`config.mk`:
```
export PLATFORM = sky130hd
export DESIGN_NAME = banked_irq_ctrl
export DESIGN_NICKNAME = d
export VERILOG_FILES = /design/src/rtl/banked_irq_pkg.sv /design/src/rtl/banked_irq_control.sv /design/src/rtl/banked_irq_datapath.sv /design/src/rtl/banked_irq_ctrl.sv
export SDC_FILE = /design/constraint.sdc
export NUM_CORES = 1
export LEC_CHECK = 0
export ABC_CLOCK_PERIOD_IN_PS = 3720
export BUFFER_PORTS_ARGS = -buffer_cell sky130_fd_sc_hd__clkbuf_2
export CAP_MARGIN = 40
export CORE_ASPECT_RATIO = 0.7
export CORE_UTILIZATION = 48
export DETAILED_ROUTE_END_ITERATION = 10
export PLACE_DENSITY_LB_ADDON = 0.3
export SYNTH_ARGS = -nofsm -noshare
export SYNTH_HDL_FRONTEND = slang
export SYNTH_SLANG_ARGS = --single-unit
```
`constraint.sdc`:
```
create_clock -name clk -period 3.72 [get_ports clk]
set_clock_uncertainty 0.1 [all_clocks]
set_input_delay 0.186 -clock clk [delete_from_list [all_inputs] [get_ports clk]]
set_output_delay 0.186 -clock clk [all_outputs]
set_load 0.005 [all_outputs]
```
`src/rtl/banked_irq_pkg.sv`:
```
package banked_irq_pkg;

  localparam int BANK_W  = 32;
  localparam int BASIC_W = 8;
  localparam int DATA_W  = 32;
  localparam int ADDR_W  = 4;
  localparam int N_GRP   = 3;

  // word offsets; group number is added to the set/clear bases
  localparam logic [ADDR_W-1:0] OFF_SUMMARY  = 4'd0;
  localparam logic [ADDR_W-1:0] OFF_PEND1    = 4'd1;
  localparam logic [ADDR_W-1:0] OFF_PEND2    = 4'd2;
  localparam logic [ADDR_W-1:0] OFF_SET_BASE = 4'd4;
  localparam logic [ADDR_W-1:0] OFF_CLR_BASE = 4'd8;

  // summary layout
  localparam int SUM_ANY1  = BASIC_W;
  localparam int SUM_ANY2  = BASIC_W + 1;
  localparam int SC1_N     = 5;
  localparam int SC2_N     = 6;
  localparam int SUM_SC1_LO = SUM_ANY2 + 1;
  localparam int SUM_SC2_LO = SUM_SC1_LO + SC1_N;

  localparam int SC1_IDX [SC1_N] = '{7, 9, 10, 18, 19};
  localparam int SC2_IDX [SC2_N] = '{21, 22, 23, 24, 25, 30};

  typedef enum logic [2:0] {
    RD_NONE,
    RD_SUMMARY,
    RD_PEND1,
    RD_PEND2,
    RD_ENABLE
  } rdSel_e;

  typedef struct packed {
    logic [N_GRP-1:0] setStb;
    logic [N_GRP-1:0] clrStb;
    logic             rdStb;
    rdSel_e           rdSel;
    logic [1:0]       rdGrp;
  } ctrlStb_t;

endpackage

```
`src/rtl/banked_irq_control.sv`:
```
module banked_irq_control
  import banked_irq_pkg::*;
(
  input  logic              busWrEn,
  input  logic              busRdEn,
  input  logic [ADDR_W-1:0] busAddr,
  output ctrlStb_t          stb
);

  always_comb begin
    stb = '0;
    stb.rdSel = RD_NONE;
    for (int g = 0; g < N_GRP; g++) begin
      stb.setStb[g] = busWrEn && (busAddr == OFF_SET_BASE + ADDR_W'(g));
      stb.clrStb[g] = busWrEn && (busAddr == OFF_CLR_BASE + ADDR_W'(g));
    end
    stb.rdStb = busRdEn;
    if (busRdEn) begin
      if (busAddr == OFF_SUMMARY)      stb.rdSel = RD_SUMMARY;
      else if (busAddr == OFF_PEND1)   stb.rdSel = RD_PEND1;
      else if (busAddr == OFF_PEND2)   stb.rdSel = RD_PEND2;
      for (int g = 0; g < N_GRP; g++) begin
        if (busAddr == OFF_SET_BASE + ADDR_W'(g) ||
            busAddr == OFF_CLR_BASE + ADDR_W'(g)) begin
          stb.rdSel = RD_ENABLE;
          stb.rdGrp = 2'(g);
        end
      end
    end
  end

endmodule

```
`src/rtl/banked_irq_datapath.sv`:
```
module banked_irq_datapath
  import banked_irq_pkg::*;
(
  input  logic               clk,
  input  logic               rstN,
  input  ctrlStb_t           stb,
  input  logic [DATA_W-1:0]  wrData,
  input  logic [BASIC_W-1:0] srcBasic,
  input  logic [BANK_W-1:0]  srcBank1,
  input  logic [BANK_W-1:0]  srcBank2,
  output logic [DATA_W-1:0]  rdData,
  output logic               irq,
  output logic [BASIC_W-1:0] enBasic,
  output logic [BANK_W-1:0]  enBank1,
  output logic [BANK_W-1:0]  enBank2
);

  logic [BANK_W-1:0] srcAll  [N_GRP];
  logic [BANK_W-1:0] enAll   [N_GRP];
  logic [BANK_W-1:0] pendAll [N_GRP];

  assign srcAll[0] = BANK_W'(srcBasic);
  assign srcAll[1] = srcBank1;
  assign srcAll[2] = srcBank2;

  for (genvar g = 0; g < N_GRP; g++) begin : g_grp
    localparam int W = (g == 0) ? BASIC_W : BANK_W;
    localparam logic [BANK_W-1:0] KEEP = BANK_W'((65'd1 << W) - 65'd1);
    logic [BANK_W-1:0] enQ;
    logic [BANK_W-1:0] wrMask;

    assign wrMask = BANK_W'(wrData) & KEEP;

    always_ff @(posedge clk) begin
      if (!rstN)                enQ <= '0;
      else if (stb.setStb[g])   enQ <= enQ | wrMask;
      else if (stb.clrStb[g])   enQ <= enQ & ~wrMask;
    end

    assign enAll[g]   = enQ;
    assign pendAll[g] = srcAll[g] & enQ;
  end

  assign enBasic = enAll[0][BASIC_W-1:0];
  assign enBank1 = enAll[1];
  assign enBank2 = enAll[2];

  logic [DATA_W-1:0] summary;
  always_comb begin
    summary = '0;
    summary[BASIC_W-1:0] = pendAll[0][BASIC_W-1:0];
    summary[SUM_ANY1]    = |pendAll[1];
    summary[SUM_ANY2]    = |pendAll[2];
    for (int i = 0; i < SC1_N; i++) summary[SUM_SC1_LO + i] = pendAll[1][SC1_IDX[i]];
    for (int i = 0; i < SC2_N; i++) summary[SUM_SC2_LO + i] = pendAll[2][SC2_IDX[i]];
  end

  logic [DATA_W-1:0] rdNext;
  always_comb begin
    rdNext = '0;
    case (stb.rdSel)
      RD_SUMMARY: rdNext = summary;
      RD_PEND1:   rdNext = DATA_W'(pendAll[1]);
      RD_PEND2:   rdNext = DATA_W'(pendAll[2]);
      RD_ENABLE: begin
        case (stb.rdGrp)
          2'd0:    rdNext = DATA_W'(enAll[0]);
          2'd1:    rdNext = DATA_W'(enAll[1]);
          2'd2:    rdNext = DATA_W'(enAll[2]);
          default: rdNext = '0;
        endcase
      end
      default:    rdNext = '0;
    endcase
  end

  logic anyPend;
  always_comb begin
    anyPend = 1'b0;
    for (int g = 0; g < N_GRP; g++) anyPend = anyPend | (|pendAll[g]);
  end

  always_ff @(posedge clk) begin
    if (!rstN) begin
      rdData <= '0;
      irq    <= 1'b0;
    end else begin
      rdData <= stb.rdStb ? rdNext : '0;
      irq    <= anyPend;
    end
  end

endmodule

```
`src/rtl/banked_irq_ctrl.sv`:
```
module banked_irq_ctrl
  import banked_irq_pkg::*;
(
  input  logic               clk,
  input  logic               rstN,
  input  logic [BASIC_W-1:0] srcBasic,
  input  logic [BANK_W-1:0]  srcBank1,
  input  logic [BANK_W-1:0]  srcBank2,
  input  logic               busWrEn,
  input  logic               busRdEn,
  input  logic [ADDR_W-1:0]  busAddr,
  input  logic [DATA_W-1:0]  busWrData,
  output logic [DATA_W-1:0]  busRdData,
  output logic               irqOut
);

  ctrlStb_t           stb;
  logic [BASIC_W-1:0] enBasic;
  logic [BANK_W-1:0]  enBank1;
  logic [BANK_W-1:0]  enBank2;

  banked_irq_control u_ctrl (
    .busWrEn (busWrEn),
    .busRdEn (busRdEn),
    .busAddr (busAddr),
    .stb     (stb)
  );

  banked_irq_datapath u_dp (
    .clk      (clk),
    .rstN     (rstN),
    .stb      (stb),
    .wrData   (busWrData),
    .srcBasic (srcBasic),
    .srcBank1 (srcBank1),
    .srcBank2 (srcBank2),
    .rdData   (busRdData),
    .irq      (irqOut),
    .enBasic  (enBasic),
    .enBank1  (enBank1),
    .enBank2  (enBank2)
  );

endmodule

```
Yosys cells after proc, flatten, opt, wreduce, memory -nomap -nowiden
Cells that the tools add are included.
{"block": "totals", "register_bits": 129, "output_inout_bits": 33, "elab_cells": 65}
{"block": "classes", "eq_ne": 14, "mux": 15, "n_bitwise": 13, "n_reduce_logical": 18}
{"op": "$mux W32", "count": 6}
{"op": "$and A32 B32 Y32", "count": 5}
{"op": "$pmux W32 S4", "count": 1}
{"op": "$pmux W32 S3", "count": 1}
{"op": "$reduce_or A32 Y1", "count": 3}
{"op": "$or A32 B32 Y32", "count": 2}
{"op": "$and A8 B32 Y32", "count": 1}
{"op": "$not A32 Y32", "count": 1}
{"op": "$not A8 Y32", "count": 1}
{"op": "$or A32 B8 Y32", "count": 1}
{"op": "$mux W5", "count": 4}
{"op": "$eq A4 B3 Y1 const B", "count": 3}
{"op": "$eq A4 B4 Y1 const B", "count": 3}
{"op": "$eq A3 B2 Y1 const B", "count": 2}
{"op": "$logic_and A1 B1 Y1", "count": 6}
{"op": "$mux W3", "count": 2}
{"op": "$reduce_bool A2 Y1", "count": 3}
{"op": "$eq A4 B1 Y1 const B", "count": 1}
{"op": "$eq A4 B2 Y1 const B", "count": 1}
{"op": "$logic_not A4 Y1", "count": 1}
{"op": "$eq A3 B1 Y1 const B", "count": 1}
{"op": "$eq A3 B3 Y1 const B", "count": 1}
{"op": "$logic_or A1 B1 Y1", "count": 3}
{"op": "$eq A2 B1 Y1 const B", "count": 1}
{"op": "5 further kinds", "count": 6}

Depth between registers and ports, before layout
{"block": "logic_depth", "word_depth": 11, "depth_mapped": 7, "mapped_depth_nobuf": 5}

Cells and area by module
From an unflattened synthesis, not the netlist that was laid out.
{"block": "hier_totals", "hier_cells": 656, "hier_area_um2": 5261.3}
{"module": "banked_irq_datapath", "instances": 1, "cells_each": 636, "area_per_inst_um2": 5127.4, "seq_area_each_um2": 2102.0}
{"module": "banked_irq_control", "instances": 1, "cells_each": 20, "area_per_inst_um2": 133.9, "seq_area_each_um2": 0.0}

Least setup slack after synthesis
OpenSTA, ideal clock, no wires.
{"block": "synth_path", "path_type": "input to register", "from": "input busAddr[0]", "to": "register u_dp.rdData[2]", "arrival_ps": 1531, "t_required_ps": 3539, "slack_ps": 2008, "stages": 6, "n_path_buf": 3, "cell_sequence": "buf_2 -> nor4_2 -> buf_2 -> buf_1 -> nand3_1 -> a41oi_1"}
{"block": "synth_via", "elab_chain_cells": 10, "word_cells_on_any_way": 28, "classes_between": "eq/ne (14); mux (9); reduce/logical (5)"}
{"element": "start: declaration", "line_no": "banked_irq_ctrl.sv:11", "source": "input logic [ADDR_W-1:0] busAddr,"}
{"element": "$eq A4 B2 Y1", "line_no": "banked_irq_control.sv:21", "source": "else if (busAddr == OFF_PEND2) stb.rdSel = RD_PEND2;"}
{"element": "$mux W2", "line_no": "banked_irq_control.sv:21"}
{"element": "$mux W3", "line_no": "banked_irq_control.sv:20", "source": "else if (busAddr == OFF_PEND1) stb.rdSel = RD_PEND1;"}
{"element": "$mux W3", "line_no": "banked_irq_control.sv:19", "source": "if (busAddr == OFF_SUMMARY) stb.rdSel = RD_SUMMARY;"}
{"element": "$mux W5 (2 in a row)", "line_no": "banked_irq_control.sv:23", "source": "if (busAddr == OFF_SET_BASE + ADDR_W'(g) ||"}
{"element": "$mux W5 *", "line_no": "banked_irq_control.sv:23"}
{"element": "$mux W5 *", "line_no": "banked_irq_control.sv:18", "source": "if (busRdEn) begin"}
{"element": "$eq A3 B3 Y1 (tied with other cells)", "line_no": "banked_irq_datapath.sv:61", "source": "case (stb.rdSel)"}
{"element": "$pmux W32 S4 *", "line_no": "banked_irq_datapath.sv:61"}
{"element": "end signal: assignment", "line_no": "banked_irq_datapath.sv:88", "source": "rdData <= stb.rdStb ? rdNext : '0;"}
{"element": "end: declaration", "line_no": "banked_irq_datapath.sv:11", "source": "output logic [DATA_W-1:0] rdData,"}
Every way passes the cells marked *; elsewhere a longest branch is shown, timed or not.
A chain may end at the register's enable or synchronous reset.

Final worst setup path
{"block": "layout_path", "from": "input busAddr[3]", "to": "register u_dp.rdData[5]"}
The elaborated chain is that of the path after synthesis.

==> impl_metrics.yaml <==
worst_setup_path:
  cp_max_fo: 17
  worstSetupPathType: "in -> reg"
  cp.arrival_ns: 2.11
  cp-end-kind: "flop"
  start_kind: "primary input"
  required_ns: 3.84
  timing.rr.end: "u_dp.rdData[8]"
  reg2regPathDepth: 5
  r2r_slack_ns: 1.89
synth:
  syn_area_per_cell_sq_um: 7.96
  synth_top_area_share_pct: 40.8
  synth_area_leader_cell: "dfxtp_1"
  ys_warn_count: 0
  synth-seq-cells: 105
  synth_nets: 759
  synth_top_family_by_area: "compound AO/OA/AOI/OAI gates"
  muxShareOfSynthArea_pct: 6.22
  synth_area_leaders: "dfxtp_1 41%, nand3_1 9.0%, nand2_1 8.9%, a22oi_1 8.5%, a21o_1 7.0%"
  syn_inst: 647
  synthSimpleGateAreaFrac_pct: 24.0
  synth_xor_xnor_area_share_pct: 0.316
  ys_types: 34
  synthesis.area_sq_mm: 0.00515
  synthAdderAreaFrac_pct: 0
  synth_compound_area_share_pct: 24.7
  synth_seq_area_share_pct: 40.8
timing:
  post-route-period-util_pct: 53.4
  relSlewSlack_pct: 34.4
  period_needed_ns: 1.99
  fmax_mhz: 503
  final.setup.tns_ns: 0
  slew_viol_final: 0
  rsz0062_at_grt: "no"
  finalHoldViolCount: 0
  setup-violations-final: 0
  worstMarginPinSlew_ns: 0.979
status:
  outcome: "finished, final reports clean"
floorplan:
  start_util_pct: 49.6
  num_rows: 31
  dieArea_sq_mm: 0.0112
  io_pins: 145
  die_w_um: 126
  core_sq_mm: 0.0104
  die_y_um: 88.7
grt:
  antenna_found_initial: 0
  grt_pass1_vias: 5061
  track_usage_pct: 31.0
  globalRoute.totalOverflow: 0
  grt_max_degree: 61
  grt_pass1_wl_mm: 26.5
power_and_ir_drop:
  leakage_nw: 2.84
  power_density_mw_per_mm2: 366
  ir_drop_uv: 261
  total_power_mw: 2.34
  switching_share_pct: 25.4
  internal-power_mw: 1.75
  p_sw_mw: 0.596
  p_seq_share_pct: 48.4
  power_frac_clock_pct: 41.7
  p_comb_share_pct: 9.9
detailed_routing:
  wl_mm: 17.3
  ant_nets: 0
  vias: 5634
  drt_iter0_drc: 708
  routedWlPerCell_um: 18.9
  route.detailed.drc: 0
  vias_per_cell: 6.18
  drtPass1Iterations: 6
layout:
  drive_gt1_share_pct: 23.6
  layout.nets: 887
  area_delta_synth_final_pct: 24.1
  diodes: 0
cts:
  insertion_delay_ns: 0.35
  cts.repair.resized: 0
  cts_htree_levels: 3
  cts.clk_slew.worst_paths_ns: 0.07
  root_buffer: "clkbuf_16"
  numCtsBuffers: 9
  clkSinkCount: 105
  tritoncts: "yes"
  cts_buffer_depth: 2
job:
  drv_cap: 0
placement:
  gp_congestion: 0.945
  port_buffers: 144
  dp_hpwl_mm: 12.5
min_path:
  worstHoldPathType: "in -> reg"
  whs_path_depth: 3
  hp-start: "busWrData[17]"
## kinds of logic (layout without fill, tap and decap cells)
logic type | count (synthesis) | after routing
buffers and inverters | 49 | 182
DFF | 105 | 105
xor gates and xnor gates | 1 | 1
and+or+nand+nor | 275 | 275
muxes | 32 | 32
AOI/OAI and AO/OA | 185 | 185
## Yosys cell counts
cell	count
nor4_2	1
mux2i_1	32
or3_1	2
and3b_1	1
a21boi_0	1
nor3_1	3
a21bo_2	1
o21ai_0	1
buf_2	16
nand3_1	93
nand4_1	2
nor4_1	1
a221oi_1	5
a31oi_1	5
nand2b_1	2
dfxtp_1	105
a22o_1	5
nand3b_1	1
a21o_1	48
nor2_1	40
nor4bb_1	2
inv_2	1
a22oi_1	58
xnor2_2	1
nor3_2	1
nor4b_4	1
or2_2	1
or4_1	1
a21oi_1	53
clkbuf_1	31
nand2_1	122
and4_1	1
a41oi_1	8
buf_1	1
## power groups by stage
stage          Combinational [mW]  Sequential, mW  Clock (mW)
2_1_floorplan              0.0925            1.16           0
3_3_place_gp                0.212            1.16           0
3_5_place_dp                0.219            1.16           0
4_1_cts                     0.228            1.13       0.990
5_1_grt                     0.248            1.13        1.03
6_report                    0.233            1.13       0.976
## metrics by stage
stage	utilization [%]	setup WS, ns	hold slack (ns)	instance area (sq um)	std cells
2_1_floorplan	-	2.01	0.233	5150	647
3_3_place_gp	57.5	1.54	0.348	5970	885
3_5_place_dp	57.7	1.44	0.355	5990	886
4_1_cts	61.5	1.80	0.00127	6400	912
5_1_grt	61.5	1.67	0.00334	6400	912
6_report	61.5	1.73	0.00466	6400	912
## cell usage in the layout, fill, tap and decap left out, types with 2 or more instances in the layout
cell type	count
clkbuf_2	144
nand2_1	122
dfxtp_1	105
nand3_1	93
a22oi_1	58
a21oi_1	53
a21o_1	48
nor2_1	39
mux2i_1	32
dlygate4sd3_1	10
buf_4	10
clkbuf_16	9
a41oi_1	8
a31oi_1	5
a22o_1	5
a221oi_1	5
nor4bb_4	2
nand2b_1	2
nand4_1	2
nor3_1	2
or3_1	2
clkinv_4	2
inv_6	2
## layer usage
layer / share of wire [%] / track usage, % / vias to the layer above
met4: 1.5 / 9.09 / 0
met1: 44 / 44.5 / 2655
li1: - / - / 2599
met5: 0 / 0 / -
met3: 11 / 6.05 / 25
met2: 43 / 47.5 / 355
## critical path: stages
cell and delay, ns:
clkbuf_2 0.17, xnor2_2 0.31, nor2_2 0.73, a22oi_1 0.14, a21o_1 0.20, a41oi_1 0.35
## cell type report
| class | instances | area (sq um) |
|---|---|---|
| Clock buffer | 9 | 225 |
| Tap cell | 132 | 165 |
| Inverter | 1 | 3.75 |
| Sequential cell | 105 | 2100 |
| Clock inverter | 7 | 77.6 |
| Multi-Input combinational cell | 493 | 2910 |
| Fill cell | 936 | 4000 |
| Timing Repair Buffer | 165 | 916 |
## how the worst max path moves through the flow
stage | from | end | slack (ns)
finish | busAddr[3] | u_dp.rdData[5] | 1.73
global route | busAddr[3] | u_dp.rdData[20] | 1.67
CTS | busAddr[3] | u_dp.rdData[20] | 1.80
detailed placement | busAddr[3] | u_dp.rdData[20] | 1.44
global placement | busAddr[3] | u_dp.rdData[19] | 1.54
floorplan | busAddr[0] | u_dp.rdData[2] | 2.01
## timing repair
| item | CTS | global route |
|---|---|---|
| endpoints found under the hold margin | 10 | 0 |
| setup buffers | 0 | 0 |
| hold buffers | 10 | 0 |
(Power assumes the default switching activity.)
